<file path="config.mk">
export PLATFORM = sky130hd
export DESIGN_NAME = bcd_clock_calendar
export DESIGN_NICKNAME = d
export VERILOG_FILES = /design/src/rtl/bcd_cal_pkg.sv /design/src/rtl/cal_tick_gate.sv /design/src/rtl/cal_bcd_counter.sv /design/src/rtl/cal_hour_counter.sv /design/src/rtl/bcd_clock_calendar.sv
export SDC_FILE = /design/constraint.sdc
export NUM_CORES = 1
export LEC_CHECK = 0
export BUFFER_PORTS_ARGS = -buffer_cell sky130_fd_sc_hd__buf_4
export CAP_MARGIN = 25
export CORE_MARGIN = 2
export CORE_UTILIZATION = 51
export CTS_CLUSTER_SIZE = 16
export DETAILED_ROUTE_END_ITERATION = 8
export PLACE_DENSITY = 0.82
export SLEW_MARGIN = 20
export SYNTH_ARGS = -nofsm -noshare
export SYNTH_HDL_FRONTEND = slang
export SYNTH_SLANG_ARGS = --single-unit
</file>
<file path="constraint.sdc">
create_clock -name clk -period 2.7 [get_ports clk]
set_input_delay 0.54 -clock clk [delete_from_list [all_inputs] [get_ports clk]]
set_output_delay 0.54 -clock clk [all_outputs]
set_load 0.01 [all_outputs]
</file>
<file path="src/rtl/bcd_cal_pkg.sv">
package bcd_cal_pkg;

  localparam int ADDR_W = 3;
  localparam int DATA_W = 8;
  localparam int SEC_W  = 7;
  localparam int MIN_W  = 7;
  localparam int HOUR_W = 6;
  localparam int WDAY_W = 3;
  localparam int DAY_W  = 6;
  localparam int MON_W  = 5;
  localparam int YEAR_W = 8;
  localparam int NFLD   = 7;

  typedef enum logic [ADDR_W-1:0] {
    F_SEC  = 3'd0,
    F_MIN  = 3'd1,
    F_HOUR = 3'd2,
    F_WDAY = 3'd3,
    F_DAY  = 3'd4,
    F_MON  = 3'd5,
    F_YEAR = 3'd6,
    F_NONE = 3'd7
  } fld_e;

  // Packed BCD increment of two digits.
  function automatic logic [7:0] bcd_inc(input logic [7:0] v);
    logic [7:0] r;
    if (v[3:0] >= 4'd9) r = {v[7:4] + 4'd1, 4'd0};
    else                r = {v[7:4], v[3:0] + 4'd1};
    return r;
  endfunction

  // A BCD year is a multiple of four when 2*tens_lsb + ones is, modulo 4.
  function automatic logic yr_leap(input logic [7:0] yr);
    logic [1:0] s;
    s = {yr[4], 1'b0} + yr[1:0];
    return (s == 2'b00);
  endfunction

  function automatic logic [7:0] last_day(input logic [4:0] mon, input logic [7:0] yr);
    logic [7:0] r;
    case (mon)
      5'h02:                      r = yr_leap(yr) ? 8'h29 : 8'h28;
      5'h04, 5'h06, 5'h09, 5'h11: r = 8'h30;
      default:                    r = 8'h31;
    endcase
    return r;
  endfunction

endpackage

</file>
<file path="src/rtl/cal_tick_gate.sv">
module cal_tick_gate (
  input  logic clk,
  input  logic rst_n,
  input  logic tick,
  input  logic hold,
  input  logic busy,
  input  logic sec_wr,
  output logic step,
  output logic pend_q
);

  logic pend_nxt;
  logic blocked;

  assign blocked = hold | busy;
  assign step    = ~blocked & (tick | pend_q);

  always_comb begin
    pend_nxt = pend_q;
    if (sec_wr)                   pend_nxt = 1'b0;
    else if (blocked && tick)     pend_nxt = 1'b1;
    else if (step && pend_q && tick) pend_nxt = 1'b1;
    else if (step)                pend_nxt = 1'b0;
  end

  always_ff @(posedge clk or negedge rst_n) begin
    if (!rst_n) pend_q <= 1'b0;
    else        pend_q <= pend_nxt;
  end

endmodule

</file>
<file path="src/rtl/cal_bcd_counter.sv">
module cal_bcd_counter #(
  parameter int           W   = 7,
  parameter logic [W-1:0] LOW = '0,
  parameter logic [W-1:0] RST = '0
) (
  input  logic         clk,
  input  logic         rst_n,
  input  logic         inc,
  input  logic         wr,
  input  logic [W-1:0] wr_data,
  input  logic [7:0]   limit,
  output logic [W-1:0] value,
  output logic         wrap
);
  import bcd_cal_pkg::*;

  logic [7:0]   cur;
  logic         at_top;
  logic [7:0]   incd;
  logic [W-1:0] nxt;
  logic         en;

  assign cur    = 8'(value);
  assign at_top = (cur >= limit);
  assign wrap   = inc & at_top;
  assign incd   = bcd_inc(cur);
  assign en     = wr | inc;

  always_comb begin
    if (wr)          nxt = wr_data;
    else if (at_top) nxt = LOW;
    else             nxt = incd[W-1:0];
  end

  always_ff @(posedge clk or negedge rst_n) begin
    if (!rst_n)  value <= RST;
    else if (en) value <= nxt;
  end

endmodule

</file>
<file path="src/rtl/cal_hour_counter.sv">
module cal_hour_counter #(
  parameter int W = 6
) (
  input  logic         clk,
  input  logic         rst_n,
  input  logic         inc,
  input  logic         wr,
  input  logic [W-1:0] wr_data,
  input  logic         mode_24,
  output logic [W-1:0] value,
  output logic         carry
);
  import bcd_cal_pkg::*;

  localparam logic [4:0] H11 = 5'h11;
  localparam logic [4:0] H12 = 5'h12;

  logic [W-1:0] nxt;
  logic [7:0]   inc24;
  logic [7:0]   inc12;
  logic [4:0]   h12;
  logic         pm;
  logic         en;

  assign h12   = value[4:0];
  assign pm    = value[5];
  assign inc24 = bcd_inc(8'(value));
  assign inc12 = bcd_inc(8'(h12));
  assign en    = wr | inc;

  always_comb begin
    carry = 1'b0;
    if (wr) begin
      nxt = wr_data;
    end else if (mode_24) begin
      if (8'(value) >= 8'h23) begin
        nxt   = '0;
        carry = inc;
      end else begin
        nxt = inc24[W-1:0];
      end
    end else begin
      if (h12 == H12) begin
        nxt = {pm, 5'h01};
      end else if (h12 == H11) begin
        nxt   = {~pm, H12};
        carry = inc & pm;
      end else begin
        nxt = {pm, inc12[4:0]};
      end
    end
  end

  always_ff @(posedge clk or negedge rst_n) begin
    if (!rst_n)  value <= '0;
    else if (en) value <= nxt;
  end

endmodule

</file>
<file path="src/rtl/bcd_clock_calendar.sv">
module bcd_clock_calendar
  import bcd_cal_pkg::*;
(
  input  logic              clk,
  input  logic              rst_n,
  input  logic              tick_1s,
  input  logic              hold,
  input  logic              mode_24,
  input  logic              wr_en,
  input  logic [ADDR_W-1:0] wr_addr,
  input  logic [DATA_W-1:0] wr_data,
  output logic [SEC_W-1:0]  sec_q,
  output logic [MIN_W-1:0]  min_q,
  output logic [HOUR_W-1:0] hour_q,
  output logic [WDAY_W-1:0] wday_q,
  output logic [DAY_W-1:0]  day_q,
  output logic [MON_W-1:0]  mon_q,
  output logic [YEAR_W-1:0] year_q
);

  logic [NFLD-1:0] sel;
  logic            step;
  logic            pend_q;
  logic [1:0]      ms_wrap;
  logic [6:0]      ms_val [2];
  logic            day_carry;
  logic            day_wrap;
  logic            mon_wrap;
  logic            wday_wrap_unused;
  logic            year_wrap_unused;
  logic [7:0]      day_limit;

  always_comb begin
    sel = '0;
    if (wr_en && (wr_addr != F_NONE)) sel = NFLD'(1) << wr_addr;
  end

  cal_tick_gate u_gate (
    .clk    (clk),
    .rst_n  (rst_n),
    .tick   (tick_1s),
    .hold   (hold),
    .busy   (wr_en),
    .sec_wr (sel[F_SEC]),
    .step   (step),
    .pend_q (pend_q)
  );

  // Seconds and minutes share one shape: 00..59.
  for (genvar g = 0; g < 2; g++) begin : g_ms
    cal_bcd_counter #(.W(7), .LOW(7'h00), .RST(7'h00)) u_cnt (
      .clk     (clk),
      .rst_n   (rst_n),
      .inc     ((g == 0) ? step : ms_wrap[0]),
      .wr      (sel[g]),
      .wr_data (wr_data[6:0]),
      .limit   (8'h59),
      .value   (ms_val[g]),
      .wrap    (ms_wrap[g])
    );
  end

  assign sec_q = ms_val[0];
  assign min_q = ms_val[1];

  cal_hour_counter #(.W(HOUR_W)) u_hour (
    .clk     (clk),
    .rst_n   (rst_n),
    .inc     (ms_wrap[1]),
    .wr      (sel[F_HOUR]),
    .wr_data (wr_data[HOUR_W-1:0]),
    .mode_24 (mode_24),
    .value   (hour_q),
    .carry   (day_carry)
  );

  cal_bcd_counter #(.W(WDAY_W), .LOW(3'd0), .RST(3'd0)) u_wday (
    .clk     (clk),
    .rst_n   (rst_n),
    .inc     (day_carry),
    .wr      (sel[F_WDAY]),
    .wr_data (wr_data[WDAY_W-1:0]),
    .limit   (8'h06),
    .value   (wday_q),
    .wrap    (wday_wrap_unused)
  );

  assign day_limit = last_day(mon_q, year_q);

  cal_bcd_counter #(.W(DAY_W), .LOW(6'h01), .RST(6'h01)) u_day (
    .clk     (clk),
    .rst_n   (rst_n),
    .inc     (day_carry),
    .wr      (sel[F_DAY]),
    .wr_data (wr_data[DAY_W-1:0]),
    .limit   (day_limit),
    .value   (day_q),
    .wrap    (day_wrap)
  );

  cal_bcd_counter #(.W(MON_W), .LOW(5'h01), .RST(5'h01)) u_mon (
    .clk     (clk),
    .rst_n   (rst_n),
    .inc     (day_wrap),
    .wr      (sel[F_MON]),
    .wr_data (wr_data[MON_W-1:0]),
    .limit   (8'h12),
    .value   (mon_q),
    .wrap    (mon_wrap)
  );

  cal_bcd_counter #(.W(YEAR_W), .LOW(8'h00), .RST(8'h00)) u_year (
    .clk     (clk),
    .rst_n   (rst_n),
    .inc     (mon_wrap),
    .wr      (sel[F_YEAR]),
    .wr_data (wr_data[YEAR_W-1:0]),
    .limit   (8'h99),
    .value   (year_q),
    .wrap    (year_wrap_unused)
  );

endmodule

</file>
==> impl_metrics.ini, run 1 <==
[status]
outcome = complete, but fails checks
violations = negative setup slack

[sta]
finalWorstPathRequiredPeriod_ps = 2830
rsz0062_at_grt = true
relSlewSlack_pct = 45.0
finalSetupViolCount = 9
fin_crit_sh_pct = 105
setup_ws_ps = -135
hold_viol = 0
slew_violations = 0
max_freq_mhz = 353
tightest_slew_ps = 815
fin_worst_skew_ps = 8.72

[detailed_routing]
wl_met3_microns = 589
drcViolationCount = 0
drtPass1Iterations = 4
wl_met1_microns = 4220
vias = 3448
wl_met2_microns = 4810
drt_iter0_markers = 206
via_per_inst = 6.20
antenna_left = 0
wire_per_inst_microns = 17.6
highest_layer = met4
finalWirelength_microns = 9770

[yosys]
synth-main-ff-cell = dfrtp_1
synth.avg_cell_area_sq_um = 8.46
synth_edf_count = 0
synthCells = 400
syn_nets = 450
ys_ff_latch = 43
async_flop_share_pct = 100
yosysSeqAreaShare_pct = 31.9
syn-cell-area_sq_um = 3380
yosysUniqueCellTypes = 67
yosys_warnings = 0

[pwr]
seqPwrFrac_pct = 37.2
p_leak_nw = 1.90
swShare_pct = 42.8
max-vdd-ir-drop_mv = 0.484
power.total_w = 0.00307
power_density_nw_per_um2 = 717
combPwrFrac_pct = 48.6
power.net_switching_w = 0.00131
pwr-share-clk_pct = 14.3
cellInternalPower_w = 0.00176

[clock_network]
cts_root_buf = clkbuf_8
ctsHoldBuffers = 0
cts.reportedPaths.clkPinSlew_ps = 80
htreeDepth = 2
insertion_delay_ps = 300
numCtsBuffers = 5
cts_tree = done
clk_path_buf_depth = 2
clock_sink_count = 43

[place]
hpwlAfterDp_microns = 7190
dp_cells = 543
io_buffers = 58
place.gp.congestion = 0.927
dpl_cell_area_sq_um = 4060

[floorplan]
die_h_microns = 85.5
die_area_sq_um = 7300
num_rows = 29
core_area_sq_um = 6390
start_util_pct = 53.0
ioPinCount = 59
die_w_microns = 85.5

[setup_path]
crit_fanout = 4
cp_cell_sequence = buf_4, ha_4, nand2_1, nor2_1, a21oi_1, o21ai_1, nor2_1, ha_1, nor4b_2, o22ai_1, or3_4, and3_4, o311ai_2
cp-end-kind = flip-flop
critical-path-slowest-cell = dfstp_2
slowest_delay_ps = 570
path_delay_family = simple AND/OR/NAND/NOR gates
crit_top_cell = nor2_1
worst_setup_path_start_kind = flip-flop
critical_path_required_ps = 2900
worstPathBufferInverterCount = 1
cp.arrival_ps = 3040
critPathKind = flip-flop to flip-flop

[grt]
grt_max_degree = 44
gr-total-overflow = 0
grt_usage_pct = 27.5
grt_pass1_wl_microns = 16200
grt_pass1_vias = 3382
antenna_found_initial = 0

[cells_and_area]
drive_gt1_share_pct = 26.3
nNetsFinal = 528
instances_no_fill = 556
area_growth_pct = 26.6
n_antenna_cell = 0
fin_area_sq_um = 4280

[worst_hold_path]
hp-class = input port to async pin

[job]
drv_cap = 0
-- sequential cells by signal, indices dropped and copies added (netlist names) --
register and cells:
u_mon.value 5, u_hour.value 6, u_day.value 6, u_gate.pend_q 1
g_ms.u_cnt.value 14, u_wday.value 3, u_year.value 8
-- area by class of cell --
type                    count  area [sq um]
multi-input cells         317          2280
fillers                   536          2100
flip-flops and latches     43          1080
repair buffers             82           619
inverters                  29           111
well taps                  77          96.3
clock buffers               7          86.3
clock inverters             1          5.00
-- logic make-up (layout without fill, tap and decap cells) --
| logic type | after synthesis | after routing | synth area share [%] |
|---|---|---|---|
| flip-flops | 43 | 43 | 31.9 |
| AO/OA/AOI/OAI | 127 | 127 | 26.1 |
| multiplexers | 2 | 2 | 0.592 |
| XOR/XNOR | 3 | 3 | 0.777 |
| adder cells (fa/ha/maj) | 33 | 33 | 12.2 |
| buffers and inverters | 40 | 119 | 4.55 |
| AND/OR/NAND/NOR | 152 | 152 | 23.9 |
-- placed cells by master (no fill, tap or decap), types with 4 or more instances in the layout --
| cell type | instances |
|---|---|
| o31ai_1 | 8 |
| o22ai_1 | 6 |
| dfrtp_1 | 40 |
| a221o_1 | 5 |
| o21ai_0 | 23 |
| or3_1 | 8 |
| nor3_1 | 8 |
| buf_4 | 81 |
| o21ai_1 | 4 |
| a21oi_1 | 22 |
| nor3b_1 | 7 |
| nor2_1 | 38 |
| nand3_1 | 12 |
| ha_1 | 30 |
| nor2b_1 | 4 |
| inv_1 | 27 |
| nand4b_1 | 4 |
| nand2_1 | 37 |
| a31oi_1 | 12 |
| clkbuf_8 | 6 |
-- worst register-to-register path, cell delays in order (launching register included) --
cell      delay, ps
dfstp_2         570
buf_4           130
ha_4            140
nand2_1          50
nor2_1           80
a21oi_1          50
o21ai_1         130
nor2_1           50
ha_1            290
nor4b_2         260
o22ai_1         140
or3_4           400
and3_4          210
o311ai_2        240
-- synthesized netlist by cell type (3+ instances only) --
cell	number	area share [%]
a21o_1	3	0.67
a21oi_1	23	3.4
a221o_1	5	1.5
a31oi_1	12	2.2
a32oi_1	3	0.78
and3_1	5	0.92
buf_2	3	0.44
clkbuf_1	6	0.67
dfrtp_1	41	30
ha_1	33	12
inv_1	29	3.2
nand2_1	37	4.1
nand2b_1	3	0.55
nand3_1	13	1.9
nand3b_1	3	0.67
nand4b_1	4	1.0
nor2_1	41	4.5
nor2b_1	4	0.74
nor3_1	8	1.2
nor3b_1	8	1.8
o211ai_1	3	0.67
o21a_1	3	0.67
o21ai_0	27	4.0
o22ai_1	6	1.1
o311ai_1	3	0.78
o31a_1	3	0.78
o31ai_1	8	1.8
or3_1	9	1.7
-- worst paths after layout --
kind | startpoint | end | slack, ps | cells after the start
worst max-delay path | u_mon.value[0]$_DFFE_PN1P_ | u_day.value[5]$_DFFE_PN0P_ | -130 | 13
worst max register to register | u_mon.value[0]$_DFFE_PN1P_ | u_day.value[5]$_DFFE_PN0P_ | -130 | 13
max in group asynchronous | rst_n | u_mon.value[1]$_DFFE_PN0P_ | 2050 | 1
worst min register to register | u_year.value[3]$_DFFE_PN0P_ | u_year.value[3]$_DFFE_PN0P_ | 570 | 2
min in group clk | wr_data[6] | g_ms[0].u_cnt.value[6]$_DFFE_PN0P_ | 510 | 3
worst min-delay path | rst_n | u_year.value[3]$_DFFE_PN0P_ | 230 | 1
-- power by group through the flow --
stage | Sequential (W) | Combinational, W | Clock, W
finish | 0.00114 | 0.00149 | 0.000438
detailed placement | 0.00114 | 0.00142 | 0
global placement | 0.00112 | 0.00136 | 0
CTS | 0.00113 | 0.00145 | 0.000436
floorplan | 0.00116 | 0.000762 | 0
global route | 0.00118 | 0.00166 | 0.000468
-- what timing repair did --
item,4_1_cts,5_1_grt
endpoints found under the setup margin,14,18
pin swaps,3,9
gates resized for setup,8,16
buffers inserted,3,2
cloned,0,0
-- routing by layer --
layer | vias up | GRT usage, %
met5 | - | 0
met4 | 0 | 9.81
met3 | 15 | 4.18
met2 | 120 | 46.2
met1 | 1656 | 36.2
li1 | 1657 | -
-- per-stage QoR --
| stage | hold WS [ps] | setup WS (ps) | setup TNS [ps] | utilization [%] |
|---|---|---|---|---|
| 2_1_floorplan | 244 | -41.4 | -79.5 | - |
| 3_3_place_gp | 541 | -34.4 | -80.7 | 63.6 |
| 3_5_place_dp | 567 | -120 | -880 | 63.6 |
| 4_1_cts | 244 | -90.2 | -344 | 65.8 |
| 5_1_grt | 264 | -253 | -2770 | 67.0 |
| 6_report | 226 | -135 | -564 | 67.0 |
Note: power is estimated with default switching activity, not from simulation.
==> run 2, diff against run 1 <==
Settings changed: ABC_AREA set to 1.
==> impl_metrics.ini, run 2 <==
[status]
outcome = finished clean

[floorplan]
num_rows = 29
core_area_sq_um = 6350
ioPinCount = 59
start_util_pct = 53.0
die_area_sq_um = 7270
die_w_microns = 85.2
die_h_microns = 85.2

[grt]
met3_usage_pct = 3.31
grt_pass1_vias = 3042
grt_usage_pct = 24.0
antenna_found_initial = 0
gr-total-overflow = 0
use_met1_pct = 31.6
top_usage_layer = met2
grt_pass1_wl_microns = 14100
grt_max_degree = 44
met2_usage_pct = 41.2

[yosys]
synthCells = 452
yosys-top-cells-area = dfrtp_1 (30%), nand2_1 (12%), ha_1 (12%)
synth-main-ff-cell = dfrtp_1
synth_xor_area_share_pct = 4.68
syn-cell-area_sq_um = 3370
synth_top_family_by_area = simple AND/OR/NAND/NOR gates
yosys-top-cells-count = nand2_1 (111), inv_1 (62), dfrtp_1 (41), nor2_1 (39), ha_1 (33)
synth-compound-area-share_pct = 14.3
ys_ff_latch = 43
async_flop_share_pct = 100
syn_nets = 502
yosysSeqAreaShare_pct = 32.0
synth_mux_area_share_pct = 0
synthAdderAreaFrac_pct = 12.3
synth_top_area_share_pct = 30.5
yosysUniqueCellTypes = 35
synth_area_leader_cell = dfrtp_1
yosys.area_share.simple_pct = 29.4
synth_edf_count = 0
yosys_warnings = 0
synth_most_common_cell = nand2_1
synth.avg_cell_area_sq_um = 7.45

[sta]
fin_crit_sh_pct = 90.9
fin_worst_skew_ps = 8.51
relSlewSlack_pct = 62.1
hold_ws_ps = 224
hold_viol = 0
setup_ws_ps = 246
slew_violations = 0
finalWorstPathRequiredPeriod_ps = 2450
finalSetupViolCount = 0
max_freq_mhz = 408
tns_ps = 0
tightest_slew_ps = 568
rsz0062_at_grt = false

[clock_network]
cts.reportedPaths.clkPinSlew_ps = 90
clk_path_buf_depth = 2
ctsHoldBuffers = 0
ctsResizeCount = 0
insertion_delay_ps = 300
clock_sink_count = 43
cts_root_buf = clkbuf_8
htreeDepth = 2
cts_tree = done
post_cts_buffers = 0
numCtsBuffers = 5

[detailed_routing]
wire_per_inst_microns = 14.3
drcViolationCount = 0
via_per_inst = 5.50
vias = 3267
drtPass1Iterations = 5
finalWirelength_microns = 8520
antenna_left = 0
drt_iter0_markers = 182

[worst_hold_path]
hp-class = input port to async pin

[cells_and_area]
nNetsFinal = 566
n_antenna_cell = 0
final_common_cell = nand2_1
instances_no_fill = 594
layout_common_cells = nand2_1 (111), inv_1 (62), buf_4 (59), dfrtp_1 (41), nor2_1 (38)
largest_register_ff_count = 14
multi_input_area_sq_um = 2050
area_growth_pct = 18.5
final-seq-area_sq_um = 1080
reg.largest.list = g_ms.u_cnt.value: 14 flops, u_year.value: 8 flops
top_register = g_ms.u_cnt.value
drive_gt1_share_pct = 17.8
fillers = 563

[place]
place.gp.congestion = 0.902
pre_cts_slack_ps = 196
hpwlAfterDp_microns = 6380
io_buffers = 58
dp_cells = 586

[setup_path]
crit_fanout = 12
cp.arrival_ps = 2650
critPathKind = flip-flop to flip-flop
critical_path_required_ps = 2890
worst_setup_path_start_kind = flip-flop
cp-end-kind = flip-flop

[job]
drv_cap = 0

[pwr]
max-vdd-ir-drop_mv = 0.636
p_leak_nw = 2.04
swShare_pct = 46.6
power.net_switching_w = 0.00179
seqPwrFrac_pct = 35.2
combPwrFrac_pct = 53.2
pwr-share-clk_pct = 11.6
power_density_nw_per_um2 = 963
cellInternalPower_w = 0.00205
[run 2: cell count changes after synthesis, moves of 9 or more]
cell,change
or3_1,-9
nand3_1,+15
inv_1,+33
nand2_1,+74
a31oi_1,-10
a21oi_1,-10
[run 2: cell type report]
cell class | instances | area share [%]
clock inverters | 1 | 0.125
flip-flops and latches | 43 | 27.0
inverters | 62 | 5.83
clock buffers | 7 | 2.16
well taps | 77 | 2.42
multi-input cells | 345 | 51.3
repair buffers | 59 | 11.1
[run 2: routing by layer]
metal | routed length (microns) | vias to the layer above | share of wire [%]
met4 | 138 | 0 | 1.6
li1 | - | 1628 | -
met2 | 4190 | 115 | 49
met5 | 0 | - | 0
met1 | 3660 | 1512 | 43
met3 | 538 | 12 | 6.3
[run 2: critical path, stage by stage (launching register included)]
cell     delay, ps
dfstp_2        590
inv_1           80
ha_1           230
nand2_1         90
nor2_2          50
ha_1           270
nand2_1         60
inv_1           80
nand2_1         50
a21oi_1        120
nor2_1          80
nand2_1        130
nand3_2        120
nand2_4        130
nand2_1        130
nand2_1         90
nand2_1         50
[run 2: path summary, 6_finish.rpt]
| check | cells past startpoint | to | start | slack [ps] |
|---|---|---|---|---|
| max in group asynchronous | 1 | g_ms[0].u_cnt.value[4]$_DFFE_PN0P_ | rst_n | 2080 |
| worst max-delay path | 16 | u_year.value[7]$_DFFE_PN0P_ | u_mon.value[0]$_DFFE_PN1P_ | 250 |
| min in group clk | 3 | u_day.value[2]$_DFFE_PN0P_ | wr_data[2] | 470 |
| worst min register to register | 2 | u_gate.pend_q$_DFFE_PN0P_ | u_gate.pend_q$_DFFE_PN0P_ | 540 |
| worst min-delay path | 1 | u_mon.value[2]$_DFFE_PN0P_ | rst_n | 220 |
| worst max register to register | 16 | u_year.value[7]$_DFFE_PN0P_ | u_mon.value[0]$_DFFE_PN1P_ | 250 |
[run 2: cell families (layout without fill, tap and decap cells)]
| family | after synthesis | count (layout) |
|---|---|---|
| compound gates | 79 | 79 |
| xor+xnor | 18 | 18 |
| simple gates | 215 | 215 |
| buf+inv | 64 | 129 |
| flops | 43 | 43 |
| fa+ha+maj | 33 | 33 |
[run 2: through the flow]
step	cell area, sq um	utilization, %	power, W
2_1_floorplan	3370	-	0.00259
3_3_place_gp	3890	61.3	0.00329
3_5_place_dp	3890	61.3	0.00338
4_1_cts	3980	62.7	0.00383
5_1_grt	3990	62.8	0.00419
6_report	3990	62.8	0.00384
[run 2: power groups by stage]
stage	Combinational (W)	Sequential [W]	Clock [W]
2_1_floorplan	0.00121	0.00138	0
3_3_place_gp	0.00195	0.00134	0
3_5_place_dp	0.00202	0.00136	0
4_1_cts	0.00204	0.00135	0.000448
5_1_grt	0.00231	0.00141	0.000475
6_report	0.00204	0.00135	0.000445
